`config.mk`:
```
export PLATFORM = sky130hd
export DESIGN_NAME = cascade_sport
export DESIGN_NICKNAME = d
export VERILOG_FILES = /design/src/rtl/cascade_sport_pkg.sv /design/src/rtl/cascade_sport_rx.sv /design/src/rtl/cascade_sport_tx.sv /design/src/rtl/cascade_sport_ctrl.sv /design/src/rtl/cascade_sport.sv
export SDC_FILE = /design/constraint.sdc
export NUM_CORES = 1
export LEC_CHECK = 0
export BUFFER_PORTS_ARGS = -buffer_cell sky130_fd_sc_hd__buf_2
export CAP_MARGIN = 20
export CORE_AREA = 5 5 120 100
export CTS_BUF_LIST = sky130_fd_sc_hd__clkbuf_4
export DETAILED_ROUTE_END_ITERATION = 10
export DIE_AREA = 0 0 125 105
export HOLD_SLACK_MARGIN = 0.12
export MAX_ROUTING_LAYER = met4
export PLACE_DENSITY = 0.65
export SETUP_SLACK_MARGIN = 0.05
export SLEW_MARGIN = 20
export SYNTH_ARGS = -nofsm -noshare
export SYNTH_HDL_FRONTEND = slang
export SYNTH_SLANG_ARGS = --single-unit
```
`constraint.sdc`:
```
create_clock -name clk -period 3.2 [get_ports clk]
set_input_delay 0.64 -clock clk [delete_from_list [all_inputs] [get_ports clk]]
set_output_delay 0.64 -clock clk [all_outputs]
set_load 0.05 [all_outputs]
```
`src/rtl/cascade_sport_pkg.sv`:
```
package cascade_sport_pkg;

  // Register select codes carried in a control word
  localparam int REG_SEL_A = 0;
  localparam int REG_SEL_B = 1;
  localparam int REG_SEL_C = 2;
  localparam int NUM_REGS  = 3;

  // Register A field positions
  localparam int MODE_BIT = 0;
  localparam int LEN_LO   = 1;

  // What the transmitter is loaded with in a given cycle
  typedef enum logic [1:0] {
    TX_NONE = 2'd0,
    TX_ADC  = 2'd1,
    TX_FWD  = 2'd2
  } tx_src_e;

endpackage

```
`src/rtl/cascade_sport_rx.sv`:
```
module cascade_sport_rx #(
  parameter int WORD_W = 16
) (
  input  logic              clk,
  input  logic              rst_n,
  input  logic              sdi,
  input  logic              sdi_fs,
  output logic              word_done,
  output logic [WORD_W-1:0] word
);
  localparam int CW = $clog2(WORD_W + 1);

  logic [CW-1:0] bits_left;

  // Frame sync is taken only when idle; bits then shift in MSB first
  always_ff @(posedge clk or negedge rst_n) begin
    if (!rst_n) begin
      bits_left <= '0;
      word      <= '0;
      word_done <= 1'b0;
    end else begin
      word_done <= 1'b0;
      if (bits_left == '0) begin
        if (sdi_fs) bits_left <= CW'(WORD_W);
      end else begin
        word      <= {word[WORD_W-2:0], sdi};
        bits_left <= bits_left - 1'b1;
        if (bits_left == CW'(1)) word_done <= 1'b1;
      end
    end
  end
endmodule

```
`src/rtl/cascade_sport_tx.sv`:
```
module cascade_sport_tx #(
  parameter int WORD_W = 16
) (
  input  logic              clk,
  input  logic              rst_n,
  input  logic              start,
  input  logic [WORD_W-1:0] load_word,
  output logic              ready,
  output logic              sdo,
  output logic              sdo_fs
);
  localparam int CW = $clog2(WORD_W + 1);

  logic              fs_q;
  logic [CW-1:0]     bits_left;
  logic [WORD_W-1:0] shreg;

  // Ready while idle or while the last bit is on the line
  assign ready  = !fs_q && (bits_left <= CW'(1));
  assign sdo_fs = fs_q;
  assign sdo    = (!fs_q && bits_left != '0) ? shreg[WORD_W-1] : 1'b0;

  always_ff @(posedge clk or negedge rst_n) begin
    if (!rst_n) begin
      fs_q      <= 1'b0;
      bits_left <= '0;
      shreg     <= '0;
    end else if (start && ready) begin
      fs_q      <= 1'b1;
      shreg     <= load_word;
      bits_left <= CW'(WORD_W);
    end else if (fs_q) begin
      fs_q <= 1'b0;
    end else if (bits_left != '0) begin
      shreg     <= {shreg[WORD_W-2:0], 1'b0};
      bits_left <= bits_left - 1'b1;
    end
  end
endmodule

```
`src/rtl/cascade_sport_ctrl.sv`:
```
module cascade_sport_ctrl
  import cascade_sport_pkg::*;
#(
  parameter int WORD_W = 16,
  parameter int ADDR_W = 3,
  parameter int SEL_W  = 3,
  parameter int DATA_W = 8
) (
  input  logic              clk,
  input  logic              rst_n,
  input  logic              rx_done,
  input  logic [WORD_W-1:0] rx_word,
  input  logic              sample_stb,
  input  logic [WORD_W-1:0] adc_word,
  input  logic              tx_ready,
  output logic              tx_start,
  output logic [WORD_W-1:0] tx_word,
  output logic [WORD_W-1:0] dac_word,
  output logic [DATA_W-1:0] reg_a,
  output logic [DATA_W-1:0] reg_b,
  output logic [DATA_W-1:0] reg_c
);
  localparam int FLAG_BIT = WORD_W - 1;
  localparam int ADDR_HI  = FLAG_BIT - 1;
  localparam int ADDR_LO  = FLAG_BIT - ADDR_W;
  localparam int SEL_HI   = ADDR_LO - 1;
  localparam int SEL_LO   = ADDR_LO - SEL_W;
  localparam int LEN_HI   = LEN_LO + ADDR_W - 1;

  logic [DATA_W-1:0] regs [NUM_REGS];
  logic [ADDR_W-1:0] fcount;
  logic [ADDR_W:0]   fcount_inc;
  logic [ADDR_W-1:0] addr;
  logic [SEL_W-1:0]  sel;
  logic              is_ctrl;
  logic              in_data;
  logic [ADDR_W-1:0] cas_len;
  logic              wr_own;
  logic              dac_hit;
  logic              fwd_req;
  logic [WORD_W-1:0] fwd_word;
  tx_src_e           src;

  assign is_ctrl    = rx_word[FLAG_BIT];
  assign addr       = rx_word[ADDR_HI:ADDR_LO];
  assign sel        = rx_word[SEL_HI:SEL_LO];
  assign in_data    = regs[REG_SEL_A][MODE_BIT];
  assign cas_len    = regs[REG_SEL_A][LEN_HI:LEN_LO];
  assign fcount_inc = {1'b0, fcount} + 1'b1;

  // Routing decision for a completed received word
  always_comb begin
    wr_own   = 1'b0;
    dac_hit  = 1'b0;
    fwd_req  = 1'b0;
    fwd_word = rx_word;
    if (rx_done) begin
      if (in_data) begin
        if (fcount_inc >= {1'b0, cas_len}) dac_hit = 1'b1;
        else                               fwd_req = 1'b1;
      end else if (is_ctrl && addr == '0) begin
        wr_own = 1'b1;
      end else if (is_ctrl) begin
        fwd_req                   = 1'b1;
        fwd_word[ADDR_HI:ADDR_LO] = addr - 1'b1;
      end else begin
        fwd_req = 1'b1;
      end
    end
  end

  // Sampling event wins over forwarding; transmitter busy drops both
  always_comb begin
    if (!tx_ready)       src = TX_NONE;
    else if (sample_stb) src = TX_ADC;
    else if (fwd_req)    src = TX_FWD;
    else                 src = TX_NONE;
  end

  assign tx_start = (src != TX_NONE);
  assign tx_word  = (src == TX_ADC) ? adc_word : fwd_word;

  // One register per select code
  for (genvar g = 0; g < NUM_REGS; g++) begin : g_reg
    always_ff @(posedge clk or negedge rst_n) begin
      if (!rst_n)                           regs[g] <= '0;
      else if (wr_own && sel == SEL_W'(g))  regs[g] <= rx_word[DATA_W-1:0];
    end
  end

  assign reg_a = regs[REG_SEL_A];
  assign reg_b = regs[REG_SEL_B];
  assign reg_c = regs[REG_SEL_C];

  // Frame counting and DAC update in data mode
  always_ff @(posedge clk or negedge rst_n) begin
    if (!rst_n) begin
      fcount   <= '0;
      dac_word <= '0;
    end else if (rx_done && in_data) begin
      if (dac_hit) begin
        dac_word <= rx_word;
        fcount   <= '0;
      end else begin
        fcount <= fcount_inc[ADDR_W-1:0];
      end
    end
  end
endmodule

```
`src/rtl/cascade_sport.sv`:
```
module cascade_sport
  import cascade_sport_pkg::*;
#(
  parameter int WORD_W = 16,
  parameter int ADDR_W = 3,
  parameter int SEL_W  = 3,
  parameter int DATA_W = 8
) (
  input  logic              clk,
  input  logic              rst_n,
  input  logic              sdi,
  input  logic              sdi_fs,
  input  logic              sample_stb,
  input  logic [WORD_W-1:0] adc_word,
  output logic              sdo,
  output logic              sdo_fs,
  output logic [WORD_W-1:0] dac_word,
  output logic [DATA_W-1:0] ctrl_a,
  output logic [DATA_W-1:0] ctrl_b,
  output logic [DATA_W-1:0] ctrl_c,
  output logic              data_mode,
  output logic [ADDR_W-1:0] cascade_len
);
  logic              rx_done;
  logic [WORD_W-1:0] rx_word;
  logic              tx_start;
  logic              tx_ready;
  logic [WORD_W-1:0] tx_word;

  cascade_sport_rx #(.WORD_W(WORD_W)) u_rx (
    .clk(clk), .rst_n(rst_n), .sdi(sdi), .sdi_fs(sdi_fs),
    .word_done(rx_done), .word(rx_word)
  );

  cascade_sport_ctrl #(
    .WORD_W(WORD_W), .ADDR_W(ADDR_W), .SEL_W(SEL_W), .DATA_W(DATA_W)
  ) u_ctrl (
    .clk(clk), .rst_n(rst_n), .rx_done(rx_done), .rx_word(rx_word),
    .sample_stb(sample_stb), .adc_word(adc_word), .tx_ready(tx_ready),
    .tx_start(tx_start), .tx_word(tx_word), .dac_word(dac_word),
    .reg_a(ctrl_a), .reg_b(ctrl_b), .reg_c(ctrl_c)
  );

  cascade_sport_tx #(.WORD_W(WORD_W)) u_tx (
    .clk(clk), .rst_n(rst_n), .start(tx_start), .load_word(tx_word),
    .ready(tx_ready), .sdo(sdo), .sdo_fs(sdo_fs)
  );

  assign data_mode   = ctrl_a[MODE_BIT];
  assign cascade_len = ctrl_a[LEN_LO+ADDR_W-1:LEN_LO];
endmodule

```
Word-level counts from Yosys, hierarchy flattened. Index checks and enable logic that the tools add are counted. Widths: inputs -> output; s select.

Magnitude comparators: 2. $add $sub $neg: 4. Muxes and demuxes: 31. Reduce and logical (&&, ||, !) cells: 17. Equality and inequality tests: 6.

Operators by type and width (count): $mux 16 (4); $mux 5 (5); $mux 3 (5); $mux 1 (14); $sub 5x1->5 const B (2); $logic_and 1x1->1 (8); $logic_not 3->1 (2); $mux 2 (3); $eq 5x1->1 const B (1); $le 5x1->1 const B (1); $logic_not 5->1 (1); $reduce_bool 5->1 (1); $add 3x1->4 const B (1); $ge 4x3->1 (1); $ne 2x2->1 const B (2); $reduce_and 2->1 (2); $reduce_bool 2->1 (2); $eq 3x1->1 const B (1); $eq 3x2->1 const B (1); $sub 3x1->3 const B (1); $eq 2x1->1 const B (1); $logic_not 1->1 (1).

Word-level logic and storage cells: 71. Output and inout port bits: 46. Register bits after elaboration: 87. Input bits: 21.

Longest topological paths before layout. Gate-level depths: netlist (run 1).

Depth after elaboration: 12. Mapped depth: 9. Depth with buffers taken out: 8.

Modules after synthesis. A second synthesis (run 1) with hierarchy kept.

Cell total of the unflattened synthesis: 300. Area, all modules: 4204.0 um2.

By module, submodules not included: cascade_sport_ctrl (times used 1, area an instance 2052.0 um2, cells each 150, seq. area each 1076.0 um2); cascade_sport_tx (times used 1, area an instance 1188.6 um2, cells each 85, seq. area each 550.5 um2); cascade_sport_rx (times used 1, area an instance 933.4 um2, cells each 61, seq. area each 550.5 um2); cascade_sport (times used 1, area an instance 30.0 um2, cells each 4, seq. area each 0.0 um2).

Worst setup path before layout (run 1). Ideal clock, no wire load.

Path kind: register -> output. From: reg u_tx.fs_q (netlist: u_tx.sdo_fs). To: out sdo. Stages on the path, launching flop included: 4. Slack: 0.835 ns. Path buffers: 1. Required time: 2.560 ns. Arrival: 1.725 ns. Cells stage by stage: dfrtp_1 -> a31oi_1 -> clkbuf_1 -> and2_1.

Cells in the longest elaborated chain, start to end: 3.

RTL lines: from (decl) (line cascade_sport_tx.sv:14) `logic fs_q;`; from (signal assigned) (line cascade_sport_tx.sv:25) `fs_q <= 1'b0;`; from (signal assigned) (line cascade_sport_tx.sv:29) `fs_q <= 1'b1;`; from (signal assigned) (line cascade_sport_tx.sv:33) `fs_q <= 1'b0;`; $logic_not 1->1 (line cascade_sport_tx.sv:21) `assign sdo = (!fs_q && bits_left != '0) ? shreg[WORD_W-1] : 1'b0;`; $logic_and 1x1->1 (line cascade_sport_tx.sv:21); $mux 1 (line cascade_sport_tx.sv:21); to (decl) (line cascade_sport.sv:15) `output logic sdo,`.

Every way passes these cells.

Final worst setup path (run 1).
From: reg u_tx.bits_left[0]. To: out sdo.

Cells in the longest elaborated chain, start to end: 3.

RTL lines: from (decl) (line cascade_sport_tx.sv:15) `logic [CW-1:0] bits_left;`; from (signal assigned) (line cascade_sport_tx.sv:31) `bits_left <= CW'(WORD_W);`; from (signal assigned) (line cascade_sport_tx.sv:36) `bits_left <= bits_left - 1'b1;`; $reduce_bool 5->1 (line cascade_sport_tx.sv:21); $logic_and 1x1->1 (line cascade_sport_tx.sv:21); $mux 1 (line cascade_sport_tx.sv:21).

Every way passes these cells.

==> results of run 1 <==
[state kept, by name, indices dropped and copies added, names as in the netlist]
register,cells
u_rx.word,16
u_rx.word_done,1
u_ctrl.reg_b,8
u_tx.shreg,16
u_ctrl.reg_c,8
u_tx.bits_left,5
u_ctrl.fcount,3
u_ctrl.dac_word,16
u_rx.bits_left,5
u_tx.sdo_fs,1
u_ctrl.reg_a,8
[report_power, final]
group          leakage (nW)  total, mW  internal [mW]  switching, mW
combinational          1.10       1.01          0.454          0.560
sequential             1.15       1.66           1.37          0.299
clock                0.0670      0.587          0.177          0.410
total                  2.31       3.27           2.00           1.27
[cell type report]
class	count	area (sq um)
sequential	87	2177
timing repair buffer	69	359.1
multi-input combinational	219	1642
fill	1008	6062
clock buffer	9	67.56
clock inverter	7	63.81
tap	144	180.2
inverter	11	41.29
[worst max-delay path: cells and delay by family (launching register included)]
kind,cells,cell delay (ns)
AOI/OAI and AO/OA,1,0.13
adders and majority gates,1,0.24
and+or+nand+nor,1,0.16
DFF,1,0.44
buffers and inverters,3,0.61
[cells by family (layout without fill, tap and decap cells)]
group	count (synthesis)	after routing
compound gates	60	60
xor+xnor	7	7
fa+ha+maj	10	10
mux	64	64
buf+inv	27	96
simple gates	78	78
flops	87	87
[layout by cell type, fill, tap and decap left out, types with 2 or more instances in the layout]
cell type / instances
mux2i_1: 3
clkinvlp_4: 2
nand3b_1: 3
clkbuf_4: 9
nand3_1: 2
nor2_1: 27
inv_8: 2
xnor2_1: 5
inv_6: 2
or4_1: 3
inv_1: 11
a22o_1: 2
a21oi_1: 4
buf_4: 3
nand2_1: 32
o21ai_0: 43
dfrtp_1: 87
ha_1: 10
buf_2: 65
mux2_2: 61
a31oi_1: 2
a21o_1: 2
xor2_1: 2
[path summary, 6_finish.rpt]
| path | start | endpoint | slack (ns) | cells past startpoint |
|---|---|---|---|---|
| worst max-delay path | u_tx.bits_left[0] | sdo | 0.53 | 6 |
| worst min-delay path | rst_n | u_ctrl.dac_word[1] | 0.25 | 1 |
| worst max register to register | u_ctrl.fcount[0] | u_tx.bits_left[1] | 0.67 | 8 |
| worst min register to register | u_ctrl.dac_word[12] | u_ctrl.dac_word[12] | 0.50 | 2 |
| max in group asynchronous | rst_n | u_ctrl.fcount[2] | 2.44 | 1 |
| min in group clk | adc_word[15] | u_tx.shreg[15] | 0.40 | 3 |
[layer usage]
metal / GRT usage (%) / up-vias
li1: - / 1292
met4: 2.941 / 0
met5: - / -
met1: 17.70 / 1300
met2: 22.18 / 60
met3: 4.131 / 4
==> flow_metrics.tcl, run 1 <==
set metrics [dict create \
    synth_area_leaders "dfrtp_1 55%, mux2_2 17%, o21ai_0 5.5%, ha_1 3.2%, nand2_1 3.0%" \
    gp_congestion 0.7840 \
    hold_viol_final 0 \
    critPathLaunchType "register" \
    initialDrtViolationCount 165 \
    area_delta_synth_final_pct 14.99 \
    layout-drive-gt1-share_pct 38.06 \
    top_layer_used "met4" \
    holdBufCountCts 0 \
    placed_cells 530 \
    power.leakage_nw 2.308 \
    syn_avg_cell_area_sq_um 11.83 \
    vias 2656 \
    setup_tns_ns 0 \
    seq_area_frac_synth_pct 55.26 \
    synth_xor_area_share_pct 1.556 \
    pre_cts_slack_ns 0.6862 \
    muxShareOfSynthArea_pct 18.20 \
    wl_per_cell_microns 15.50 \
    synth_compound_area_share_pct 8.479 \
    worstSetupPathType "reg2out" \
    relSlewSlack_pct 34.35 \
    worst_path_largest_cell_delay_ns 0.44 \
    cp_slowest_cell "dfrtp_1" \
    path_cells "inv_1 -> ha_1 -> a31oi_2 -> buf_4 -> and2_1 -> buf_2" \
    wl_met2_mm 3.981 \
    end_kind "output port" \
    grt_pass1_wl_mm 14.21 \
    cts_tree "done" \
    cts_sinks 87 \
    required_ns 2.56 \
    grt_pass1_vias 2840 \
    ioPinCount 67 \
    crit_path_max_fanout 22 \
    wl_met1_mm 4.019 \
    h-tree-depth 3 \
    avgViaCountPerCell 4.864 \
    finClkSkew_ns 0.01616 \
    status "completed" \
    n_antenna_cell 0 \
    final_area_sq_um 4531 \
    cts_buffer_depth 2 \
    vdd_ir_drop_max_v 0.0003466 \
    rsz0062_at_grt "no" \
    antenna_found_initial 0 \
    grtUsageTotal_pct 13.90 \
    p_per_area_nw_per_um2 720.7 \
    synth_top_area_share_pct 55.26 \
    syn-num-nets 364 \
    cts_setup_buffers 0 \
    whs_ns 0.2472 \
    synth_top_family_by_area "multiplexers" \
    drc 0 \
    numCtsBuffers 9 \
    core_sq_um 10590 \
    clk_pin_slew_worst_paths_ns 0.15 \
    ys_async_sr_fraction_pct 100.0 \
    dr.pass1.iters 4 \
    dieArea_sq_um 13130 \
    yosysMostFrequentCell "dfrtp_1" \
    cts_root_buf "clkbuf_4" \
    met3_length_microns 428 \
    dpl.hpwl_mm 6.085 \
    synth_warnings 0 \
    ys.flop_type "dfrtp_1" \
    placed_area_sq_um 4395 \
    timing.max_cap.violations 0 \
    cp.arrival_ns 2.03 \
    finalCritPeriodShare_pct 83.42 \
    syn-cell-area_sq_um 3940 \
    ant_nets 0 \
    post_cts_resized 0 \
    clk_latency_ns 0.44 \
    final_nets 428 \
    synthAdderAreaFrac_pct 3.176 \
    synth-edff-count 0 \
    worstMarginPinSlew_ns 0.9805 \
    die-width_microns 125 \
    ys_ff_latch 87 \
    initial_core_util_pct 37.20 \
    min_period_ns 2.669 \
    routed_wirelength_mm 8.461 \
    rows 34 \
    setup_viol 0 \
    p_total_mw 3.265 \
    fmax_mhz 374.6 \
    synth_top_area_cell "dfrtp_1" \
    final.setup.worst_slack_ns 0.5305 \
    die_y_microns 105 \
    final_core_util_pct 42.77 \
    layoutNonFillerInstCount 546 \
    synth_cell_types 38 \
    io_buffer_count 66 \
    grt_start_max_net_pins 88 \
    slew_violations 0 \
    hold_path.class "in2async" \
    overflow 0 \
    syn-instance-count 333 \
    yosys.area_share.simple_pct 10.10 \
    ys_top_cells_by_count "87 x dfrtp_1, 61 x mux2_2, 43 x o21ai_0" \
]
(Power assumes the default switching activity.)
==> run 2: changes to the inputs <==
--- a/config.mk
+++ b/config.mk
@@ -5,15 +5,16 @@
 export SDC_FILE = /design/constraint.sdc
 export NUM_CORES = 1
 export LEC_CHECK = 0
+export ABC_AREA = 1
 export BUFFER_PORTS_ARGS = -buffer_cell sky130_fd_sc_hd__buf_2
 export CAP_MARGIN = 20
-export CORE_AREA = 5 5 120 100
+export CORE_AREA = 5 5 123 102
 export CTS_BUF_LIST = sky130_fd_sc_hd__clkbuf_4
 export DETAILED_ROUTE_END_ITERATION = 10
-export DIE_AREA = 0 0 125 105
+export DIE_AREA = 0 0 128 107
 export HOLD_SLACK_MARGIN = 0.12
 export MAX_ROUTING_LAYER = met4
-export PLACE_DENSITY = 0.65
+export PLACE_DENSITY = 0.67
 export SETUP_SLACK_MARGIN = 0.05
 export SLEW_MARGIN = 20
 export SYNTH_ARGS = -nofsm -noshare
==> constraint.sdc (replaced) <==
create_clock -name clk -period 2.25 [get_ports clk]
set_input_delay 0.45 -clock clk [delete_from_list [all_inputs] [get_ports clk]]
set_output_delay 0.45 -clock clk [all_outputs]
set_load 0.05 [all_outputs]
==> run 2 against run 1 <==
Clock power rose by 54%. Global-route usage rose by 1.3 points. Die area rose by 4.4%. Critical path depth did not move. Critical path type unchanged. Worst setup slack got worse by 0.36 ns.
==> flow_metrics.tcl, run 2 <==
set metrics [dict create \
    hold_viol_final 0 \
    synth_xor_area_share_pct 0.8431 \
    dr.pass1.iters 5 \
    critPathLaunchType "register" \
    die_y_microns 107 \
    crit_path_max_fanout 8 \
    vdd_ir_drop_max_v 0.0003887 \
    power.leakage_nw 2.581 \
    antenna_found_initial 0 \
    synth_warnings 0 \
    ioPinCount 67 \
    end_kind "output port" \
    grt_start_max_net_pins 42 \
    layout-drive-gt1-share_pct 20.54 \
    fillers 1134 \
    seq_area_frac_synth_pct 52.39 \
    relSlewSlack_pct 75.43 \
    synth_top_family_by_area "simple AND/OR/NAND/NOR gates" \
    dieArea_sq_um 13700 \
    cts_tree "done" \
    gp_congestion 0.8342 \
    reg_top3 "u_ctrl.dac_word: 16 flops, u_rx.word: 16 flops, u_tx.shreg: 16 flops" \
    p_per_area_nw_per_um2 1166 \
    placed_area_sq_um 4603 \
    h-tree-depth 3 \
    whs_ns 0.2201 \
    finalCritPeriodShare_pct 92.42 \
    setup_viol 0 \
    r2r-start "u_ctrl.fcount[0]" \
    initial_core_util_pct 37.06 \
    synth-edff-count 0 \
    overflow 0 \
    worstMarginPinSlew_ns 0.3681 \
    grt_pass1_wl_mm 16.13 \
    final_area_sq_um 4802 \
    vias 3438 \
    final_cell_mix "167 x nand2_1, 87 x dfrtp_1, 64 x buf_2" \
    final_nets 581 \
    crit_path_start "u_tx.bits_left[0]" \
    cts_buffer_depth 2 \
    path_cells "inv_1 -> ha_1 -> nand3b_1 -> nand2_4 -> nor2_4 -> buf_6" \
    multi_input_area_sq_um 1669 \
    core_sq_um 11210 \
    required_ns 1.80 \
    synth_area_leaders "dfrtp_1 52%, nand2_1 15%, o21ai_1 6.5%, inv_1 3.2%, ha_1 3.0%" \
    use_met3_pct 3.835 \
    ant_nets 0 \
    cp_slowest_cell "dfrtp_1" \
    clk_latency_ns 0.45 \
    syn_avg_cell_area_sq_um 8.515 \
    rsz0062_at_grt "no" \
    synth_compound_area_share_pct 9.816 \
    status "completed" \
    wl_per_cell_microns 13.99 \
    reg2reg_depth 12 \
    cts_sinks 87 \
    grt_pass1_vias 3255 \
    setup_tns_ns 0 \
    slew_violations 0 \
    final_common_cell "nand2_1" \
    syn-num-nets 519 \
    numCtsBuffers 9 \
    grt_busiest_layer "met2" \
    area_delta_synth_final_pct 15.57 \
    synth_top_area_share_pct 52.39 \
    yosys.area_share.simple_pct 26.02 \
    synth_top_area_cell "dfrtp_1" \
    whs_path_depth 3 \
    hold_path.class "in2reg" \
    n_antenna_cell 0 \
    dpl.hpwl_mm 7.108 \
    avgViaCountPerCell 4.890 \
    finClkSkew_ns 0.02046 \
    cts_root_buf "clkbuf_4" \
    die-width_microns 128 \
    worstSetupPathType "reg2out" \
    routed_wirelength_mm 9.838 \
    cp.arrival_ns 1.63 \
    ys.flop_type "dfrtp_1" \
    r2r_slack_ns 0.25 \
    muxShareOfSynthArea_pct 0 \
    initialDrtViolationCount 298 \
    worst_path_largest_cell_delay_ns 0.38 \
    hold_path_end "u_rx.word[0]" \
    regArea_sq_um 2177 \
    clk_pin_slew_worst_paths_ns 0.14 \
    ys_async_sr_fraction_pct 100.0 \
    syn-cell-area_sq_um 4155 \
    fmax_mhz 480.9 \
    rows 35 \
    synthAdderAreaFrac_pct 3.011 \
    ys_ff_latch 87 \
    syn-instance-count 488 \
    min_period_ns 2.079 \
    synth_cell_types 34 \
    min_from "sdi" \
    io_buffer_count 66 \
    drc 0 \
    grtUsageTotal_pct 15.21 \
    ys_top_cells_by_count "168 x nand2_1, 87 x dfrtp_1, 54 x o21ai_1" \
    timing.max_cap.violations 0 \
    yosysMostFrequentCell "nand2_1" \
    r2r-end "u_tx.shreg[4]" \
    use_met2_pct 24.18 \
    gr-usage-met1_pct 19.51 \
]
==> run 2: changes by cell type in the layout (fill, tap and decap cells not counted), moves of 23 or more <==
cell,delta
inv_1,+24
mux2_2,-61
nand2_1,+135
nand3_1,+23
o21ai_0,-24
o21ai_1,+53
==> run 2: how the worst max path moves through the flow <==
stage / to / slack [ns]
final: sdo / 0.17
after global routing: u_tx.shreg[14] / 0.05
after CTS: sdo / 0.05
after detailed placement: u_tx.shreg[8] / 0.17
after global placement: u_tx.shreg[15] / 0.25
after floorplan: sdo / 0.11
==> run 2: report_power, final <==
part / switching (mW) / internal (mW) / leakage, nW
clock: 0.542 / 0.361 / 0.0827
sequential: 0.292 / 1.99 / 1.14
combinational: 1.64 / 0.770 / 1.35
==> run 2: stage by stage <==
| stage | instances | total power [mW] | setup slack, ns | util (%) |
|---|---|---|---|---|
| floorplan | 488 | 4.074 | 0.1100 | - |
| global placement | 684 | 4.569 | 0.2536 | 41.06 |
| detailed placement | 684 | 4.664 | 0.1749 | 41.06 |
| CTS | 703 | 5.639 | 0.05259 | 42.65 |
| global route | 703 | 6.067 | 0.04966 | 42.83 |
| finish | 703 | 5.597 | 0.1706 | 42.83 |
==> run 2: cell families (layout without fill, tap and decap cells) <==
kind of cell               count (synthesis)  after routing
and+or+nand+nor                          237            237
AOI/OAI and AO/OA                         80             80
xor gates and xnor gates                   4              4
DFF                                       87             87
buffers and inverters                     70            137
adders and majority gates                 10             10
==> run 2: repair_timing <==
action	4_1_cts	5_1_grt
gates resized for setup	3	5
hold buffers	1	0
setup endpoints to repair	1	16
hold endpoints to repair	23	0
gates cloned	0	0
buffers inserted	2	0
==> run 2: worst max-delay path, delay by kind of cell (launching register included) <==
| kind | cells | cell delay [ns] |
|---|---|---|
| DFF | 1 | 0.38 |
| and+or+nand+nor | 3 | 0.35 |
| buffers and inverters | 2 | 0.22 |
| adders and majority gates | 1 | 0.23 |
==> run 2: layer usage <==
metal,vias up,share of wire (%),wire (microns)
li1,1720,-,-
met1,1624,47,4595
met2,79,47,4671
met3,15,4.4,434
met4,0,1.4,138
met5,-,0,0
==> run 2: cell type report <==
| type | instances | area share (%) |
|---|---|---|
| flip-flops and latches | 87 | 45.34 |
| clock buffers | 10 | 1.563 |
| clock inverters | 6 | 1.433 |
| repair buffers | 79 | 9.745 |
| multi-input cells | 331 | 34.76 |
| inverters | 42 | 3.309 |
| well taps | 148 | 3.856 |
